--- config.mk ---
export PLATFORM = sky130hd
export DESIGN_NAME = tx_gate_sequencer
export DESIGN_NICKNAME = d
export VERILOG_FILES = /design/src/rtl/tgs_pkg.sv /design/src/rtl/tgs_cmd_ram.sv /design/src/rtl/tgs_buf_ctrl.sv /design/src/rtl/tgs_seq_fsm.sv /design/src/rtl/tx_gate_sequencer.sv
export SDC_FILE = /design/constraint.sdc
export NUM_CORES = 2
export LEC_CHECK = 0
export ABC_AREA = 0
export CAP_MARGIN = 25
export CORE_MARGIN = 2
export CORE_UTILIZATION = 45
export DETAILED_ROUTE_END_ITERATION = 16
export DONT_BUFFER_PORTS = 1
export PLACE_DENSITY = 0.58
export SLEW_MARGIN = 5
export SYNTH_ARGS = -nofsm -noshare
export SYNTH_HDL_FRONTEND = slang
export SYNTH_SLANG_ARGS = --single-unit
--- constraint.sdc ---
create_clock -name clk -period 7.99 [get_ports clk]
set_input_delay 0.799 -clock clk [delete_from_list [all_inputs] [get_ports clk]]
set_output_delay 0.799 -clock clk [all_outputs]
set_load 0.02 [all_outputs]
--- src/rtl/tgs_pkg.sv ---
package tgs_pkg;

    typedef enum logic [2:0] {
        ST_OFF,
        ST_ARMED,
        ST_RUN,
        ST_END,
        ST_OVERRUN
    } seq_state_e;

endpackage

--- src/rtl/tgs_cmd_ram.sv ---
module tgs_cmd_ram #(
    parameter int ENTRY_W    = 22,
    parameter int HALF_DEPTH = 64,
    parameter int HALF_AW    = 6,
    parameter int RAM_AW     = 7
) (
    input  logic               clk,
    input  logic               wr_en,
    input  logic [RAM_AW-1:0]  wr_addr,
    input  logic [ENTRY_W-1:0] wr_data,
    input  logic [RAM_AW-1:0]  rd_addr,
    output logic [ENTRY_W-1:0] rd_data
);

    logic [ENTRY_W-1:0] half_q [2];

    for (genvar h = 0; h < 2; h++) begin : g_half
        logic [ENTRY_W-1:0] mem [HALF_DEPTH];

        always_ff @(posedge clk) begin
            if (wr_en && (wr_addr[HALF_AW] == 1'(h))) begin
                mem[wr_addr[HALF_AW-1:0]] <= wr_data;
            end
        end

        assign half_q[h] = mem[rd_addr[HALF_AW-1:0]];
    end

    assign rd_data = half_q[rd_addr[HALF_AW]];

endmodule

--- src/rtl/tgs_buf_ctrl.sv ---
module tgs_buf_ctrl (
    input  logic clk,
    input  logic rst_n,
    input  logic single_buf,
    input  logic buf_sel,
    input  logic swap,
    output logic next_half,
    output logic active_buf
);

    assign next_half = single_buf ? 1'b0 : buf_sel;

    always_ff @(posedge clk) begin
        if (!rst_n) begin
            active_buf <= 1'b0;
        end else if (swap) begin
            active_buf <= next_half;
        end
    end

endmodule

--- src/rtl/tgs_seq_fsm.sv ---
module tgs_seq_fsm
    import tgs_pkg::*;
#(
    parameter int MASK_W     = 8,
    parameter int CNT_W      = 14,
    parameter int HALF_DEPTH = 64,
    parameter int MIN_CNT    = 16,
    parameter int HALF_AW    = 6,
    parameter int RAM_AW     = 7,
    parameter int ENTRY_W    = 22
) (
    input  logic               clk,
    input  logic               rst_n,
    input  logic               enable,
    input  logic               cyc_start,
    input  logic               unit_tick,
    input  logic               next_half,
    input  logic               active_half,
    input  logic [ENTRY_W-1:0] rd_data,
    output logic [RAM_AW-1:0]  rd_addr,
    output logic               swap,
    output logic [MASK_W-1:0]  allow_mask,
    output logic               err_count,
    output logic               err_addr
);

    localparam logic [HALF_AW-1:0] LAST_IDX = HALF_AW'(HALF_DEPTH - 1);
    localparam logic [CNT_W-1:0]   FLOOR    = CNT_W'(MIN_CNT);

    seq_state_e state_q, state_d;

    logic [CNT_W-1:0]   cnt_q;
    logic [HALF_AW-1:0] addr_q;
    logic [MASK_W-1:0]  mask_q;
    logic               err_count_q, err_addr_q;

    logic [CNT_W-1:0]   raw_cnt, eff_cnt;
    logic [MASK_W-1:0]  raw_mask;
    logic [HALF_AW-1:0] rd_idx;
    logic               start_go, expire, at_last, load_word, to_overrun;

    // decode of the word presented by the command store
    assign raw_mask = rd_data[MASK_W-1:0];
    assign raw_cnt  = rd_data[ENTRY_W-1:MASK_W];
    assign eff_cnt  = ((raw_cnt != '0) && (raw_cnt < FLOOR)) ? FLOOR : raw_cnt;

    // events
    assign start_go   = enable && cyc_start && (state_q != ST_OFF);
    assign expire     = enable && !start_go && (state_q == ST_RUN)
                        && unit_tick && (cnt_q == CNT_W'(1));
    assign at_last    = (addr_q == LAST_IDX);
    assign to_overrun = expire && at_last;
    assign load_word  = start_go || (expire && !at_last);
    assign swap       = start_go;

    always_comb begin
        rd_idx  = start_go ? '0 : (addr_q + HALF_AW'(1));
        rd_addr = {(start_go ? next_half : active_half), rd_idx};
    end

    // next-state logic
    always_comb begin
        state_d = state_q;
        if (!enable) begin
            state_d = ST_OFF;
        end else begin
            unique case (state_q)
                ST_OFF: state_d = ST_ARMED;
                ST_ARMED, ST_END, ST_OVERRUN: begin
                    if (cyc_start) begin
                        state_d = (raw_cnt == '0) ? ST_END : ST_RUN;
                    end
                end
                ST_RUN: begin
                    if (load_word) begin
                        state_d = (raw_cnt == '0) ? ST_END : ST_RUN;
                    end else if (to_overrun) begin
                        state_d = ST_OVERRUN;
                    end
                end
                default: state_d = ST_OFF;
            endcase
        end
    end

    // state register
    always_ff @(posedge clk) begin
        if (!rst_n) begin
            state_q <= ST_OFF;
        end else begin
            state_q <= state_d;
        end
    end

    // command datapath and sticky flags
    always_ff @(posedge clk) begin
        if (!rst_n) begin
            cnt_q       <= '0;
            addr_q      <= '0;
            mask_q      <= '1;
            err_count_q <= 1'b0;
            err_addr_q  <= 1'b0;
        end else begin
            if (load_word) begin
                cnt_q  <= eff_cnt;
                mask_q <= raw_mask;
                addr_q <= rd_idx;
            end else if (enable && (state_q == ST_RUN) && unit_tick && !to_overrun) begin
                cnt_q <= cnt_q - CNT_W'(1);
            end
            if (start_go && (state_q == ST_RUN)) begin
                err_count_q <= 1'b1;
            end
            if (to_overrun) begin
                err_addr_q <= 1'b1;
            end
        end
    end

    // outputs
    always_comb begin
        unique case (state_q)
            ST_RUN, ST_END, ST_OVERRUN: allow_mask = mask_q;
            default:                    allow_mask = '1;
        endcase
        err_count = err_count_q;
        err_addr  = err_addr_q;
    end

endmodule

--- src/rtl/tx_gate_sequencer.sv ---
module tx_gate_sequencer #(
    parameter int MASK_W     = 8,
    parameter int CNT_W      = 14,
    parameter int HALF_DEPTH = 64,
    parameter int MIN_CNT    = 16,
    localparam int HALF_AW   = $clog2(HALF_DEPTH),
    localparam int RAM_AW    = HALF_AW + 1,
    localparam int ENTRY_W   = CNT_W + MASK_W
) (
    input  logic               clk,
    input  logic               rst_n,
    input  logic               glb_en,
    input  logic               port_en,
    input  logic               single_buf,
    input  logic               buf_sel,
    input  logic               wr_en,
    input  logic [RAM_AW-1:0]  wr_addr,
    input  logic [ENTRY_W-1:0] wr_data,
    input  logic               unit_tick,
    input  logic               cyc_start,
    output logic [MASK_W-1:0]  allow_mask,
    output logic               active_buf,
    output logic               err_count,
    output logic               err_addr
);

    logic [RAM_AW-1:0]  rd_addr;
    logic [ENTRY_W-1:0] rd_data;
    logic               swap, next_half, enable;

    assign enable = glb_en && port_en;

    tgs_cmd_ram #(
        .ENTRY_W   (ENTRY_W),
        .HALF_DEPTH(HALF_DEPTH),
        .HALF_AW   (HALF_AW),
        .RAM_AW    (RAM_AW)
    ) u_ram (
        .clk    (clk),
        .wr_en  (wr_en),
        .wr_addr(wr_addr),
        .wr_data(wr_data),
        .rd_addr(rd_addr),
        .rd_data(rd_data)
    );

    tgs_buf_ctrl u_buf (
        .clk       (clk),
        .rst_n     (rst_n),
        .single_buf(single_buf),
        .buf_sel   (buf_sel),
        .swap      (swap),
        .next_half (next_half),
        .active_buf(active_buf)
    );

    tgs_seq_fsm #(
        .MASK_W    (MASK_W),
        .CNT_W     (CNT_W),
        .HALF_DEPTH(HALF_DEPTH),
        .MIN_CNT   (MIN_CNT),
        .HALF_AW   (HALF_AW),
        .RAM_AW    (RAM_AW),
        .ENTRY_W   (ENTRY_W)
    ) u_fsm (
        .clk        (clk),
        .rst_n      (rst_n),
        .enable     (enable),
        .cyc_start  (cyc_start),
        .unit_tick  (unit_tick),
        .next_half  (next_half),
        .active_half(active_buf),
        .rd_data    (rd_data),
        .rd_addr    (rd_addr),
        .swap       (swap),
        .allow_mask (allow_mask),
        .err_count  (err_count),
        .err_addr   (err_addr)
    );

endmodule

==> run summary <==
Outcome: complete, no violations
Core ar.: 251000 um^2
Xor-xnor portion of the synthesized cell area: 0.00138
Total CTS buffers: 316
Post_cts resized: 0
Row Count: 184
WL/cell: 38.5 um
Sink Count: 2850
Simple-gate share of the synthesized area: 0.0744
Max cap viols: 0
CTS tree: built
Kind of critical path: flip-flop to flip-flop
Setup bufs post-CTS: 0
Final Skew: 84.2 ps
Top-count cell post-synth: edfxtp_1
Worst Setup EP: u_fsm.cnt_q[2]
DIE AREA: 256000 um^2
Final min period: 5600 ps
Commonest cells post-synth: edfxtp_1 (2816), nand2_1 (941), nor2_1 (397), a21oi_1 (250), buf_2 (231)
Gr usage total: 0.322
Max VDD drop: 0.000224 V
Clk buf depth: 4
Largest family of logic cells by synthesized area: compound AO/OA/AOI/OAI gates
Number of synthesized flops with an enable pin: 2816
CP Capture Type: flip-flop
R2r setup slk: 2390 ps
GP Congestion: 0.950
Comb pwr share: 0.015
Initial core utilization: 0.452
Cell area after synthesis: 113000 um^2
Yosys cell types: 90
Sequential power share: 0.535
Max-slew violations: 0
Worst Reg-to-Reg Cells: 10
Final instance area: 129000 um^2
Switching Power: 6.25 mW
Layout cells sized above 1: 0.151
Final worst-path cycle share: 0.701
Die Height: 506 um
HPWL Detailed: 221000 um
Layout area overhead: 13.9%
Syn_area_per_cell: 15.7 um^2
R2r endpoint: u_fsm.cnt_q[2]
Internal: 24.6 mW
Critical-path maximum fanout: 49
Clk pin slew, worst setup/hold paths: 60 ps
Post-synth top area share: 0.746
Synth area leaders: edfxtp_1 (75%), mux4_2 (4.1%), nand2_1 (3.1%)
Switching fraction of total power: 0.203
Num ports: 49
Worst Max-Slew Pin Slew: 1270 ps
RSZ-0062 raised after global routing: no
Vias per cell: 6.67
Post-Synth Adder-Cell Area: 0.000331
PwrDens: 239 nW/um^2
Drt pass-1 iters: 6
Seq/Total Area, Yosys: 0.752
Drt first-iter violations: 12787
Sum of negative setup slack: 0 ps
Worst path arrival time: 6440 ps
First-pass GRT wire length: 573000 um
CTS Hold Buffers Added: 63
Placed Area: 118000 um^2
Clock share of power: 0.450
Pleak: 40.1 nW
Slew margin rel.: 0.150
Post-DRT Antenna Nets: 0
Req. time, crit path: 8830 ps
Cells after synthesis: 7215
Worst r2r src: u_fsm.addr_q[0]
Startpoint types: flip-flop
Post-synth net total: 7256
Share of synthesized registers carrying an async set or reset: 0
NumNets Final: 7380
F_max: 178 MHz
Hold Fails Final Rpt: 0
Worst-skew pair later-pin latency: 990 ps
Initial antenna violation count: 46
Drt total wl: 421000 um
Top FF cell, synth: edfxtp_1
Mux cell area share after synthesis: 0.0593
Hold Crit Class: input port to flip-flop
Post-synth top area cell: edfxtp_1
Crit path from: u_fsm.addr_q[0]
Compound-cell area share of the yosys netlist: 0.0899
Flops & latches, synth: 2850
Gr ovfl total: 0
Via Count: 72869
Number of port buffers: 0
CTS Root Buffer Type: clkbuf_16
DRC: 0
Largest net degree at the start of global routing: 132
Final setup fails: 0
H-tree depth: 5
Yosys warns: 0
Die W: 506 um
Vias in the first global route: 68122
final cells by class:
cell class              instances  area, um^2
clock inverters               130        1130
well taps                    3348        4190
flip-flops and latches       2850       85200
multi-input cells            3817       26400
inverters                      17        68.8
fillers                     20581      122000
clock buffers                 407        8400
diodes                         26        65.1
repair buffers                337        3610
registers in the layout, summed over array words and instances (netlist names):
name              count
u_ram.g_half.mem   2816
u_fsm.cnt_q          14
u_fsm.mask_q          8
u_fsm.addr_q          6
u_fsm.state_q         3
u_buf.active_buf      1
u_fsm.err_addr        1
u_fsm.err_count       1
logic make-up (layout without fill, tap and decap cells):
kind of cell | count (synthesis) | after routing
flip-flops | 2850 | 2850
AND/OR/NAND/NOR | 1940 | 1940
AO/OA/AOI/OAI | 1444 | 1444
buffers and inverters | 548 | 891
multiplexers | 413 | 413
XOR/XNOR | 17 | 17
adder cells (fa/ha/maj) | 3 | 3
other | 0 | 26
worst max-delay path, stage by stage, from the launching register on:
cell	delay, ps
dfxtp_4	640
buf_4	810
nor2b_2	750
buf_4	460
a221oi_1	240
o221ai_1	930
o2111a_1	450
o221ai_1	200
or3_1	410
nor4_4	370
o32ai_1	130
cell usage in the layout (no fill, tap or decap), types with 17 or more instances in the layout:
cell type,synthesis,final
buf_12,0,42
mux2i_1,181,181
nor2_1,397,260
a32oi_1,18,18
nand2_1,941,937
or3_1,39,38
clkinv_2,0,40
o22ai_1,71,71
buf_4,56,229
o221ai_1,150,150
nor2_4,0,45
a22oi_1,22,20
buf_16,0,23
dfxtp_1,34,33
o31ai_1,55,55
diode_2,0,26
nor4_1,18,17
edfxtp_1,2816,2816
o211ai_1,37,37
o311ai_0,73,71
nor2_2,0,92
a211oi_1,81,80
clkbuf_16,0,322
o21ai_0,220,218
and3_1,131,130
a311oi_1,69,69
dlygate4sd3_1,0,35
a22o_1,19,19
mux4_2,204,204
bufinv_16,0,19
clkinv_1,0,53
a221oi_1,46,46
nand3_1,141,140
a21oi_1,250,246
mux2_2,28,28
a31oi_1,124,124
clkbuf_1,201,83
nor3_1,191,185
per-layer routing:
metal  global-route usage  up-vias  part of all wire
li1                     -    28906                 -
met1                0.443    37777              0.38
met2                0.478     5259              0.44
met3               0.0855      915              0.12
met4                0.155       12             0.055
met5              0.00111        -           0.00020
how the worst min path moves through the flow:
stage                         start                     endpoint  depth (start not counted)
finish                   wr_data[3]   u_ram.g_half[0].mem[16][3]                          0
global placement    u_fsm.mask_q[5]              u_fsm.mask_q[5]                          2
detailed placement  u_fsm.mask_q[1]              u_fsm.mask_q[1]                          2
global route             wr_data[3]   u_ram.g_half[0].mem[60][3]                          0
CTS                     wr_data[17]  u_ram.g_half[0].mem[33][17]                          0
floorplan           u_fsm.mask_q[0]              u_fsm.mask_q[0]                          2
per-stage QoR:
step | cells | hold WS [ps] | worst slack [ps] | power (mW) | util
after detailed placement | 10294 | 453 | 2680 | 17.0 | 0.471
after floorplan | 7215 | 433 | 4570 | 16.9 | -
after global placement | 10281 | 446 | 2440 | 17.0 | 0.471
final | 10932 | 25.2 | 2390 | 30.8 | 0.515
after global routing | 10907 | -1.67 | 2430 | 31.5 | 0.514
after CTS | 10894 | 0.324 | 2680 | 30.8 | 0.513
power by group through the flow:
stage	clock (mW)	combinational (mW)	sequential [mW]
floorplan	0	0.104	16.8
global placement	0	0.208	16.8
detailed placement	0	0.210	16.8
CTS	13.9	0.446	16.5
global route	14.5	0.477	16.5
finish	13.9	0.471	16.5
No activity file was read; power rests on OpenSTA's default activity.
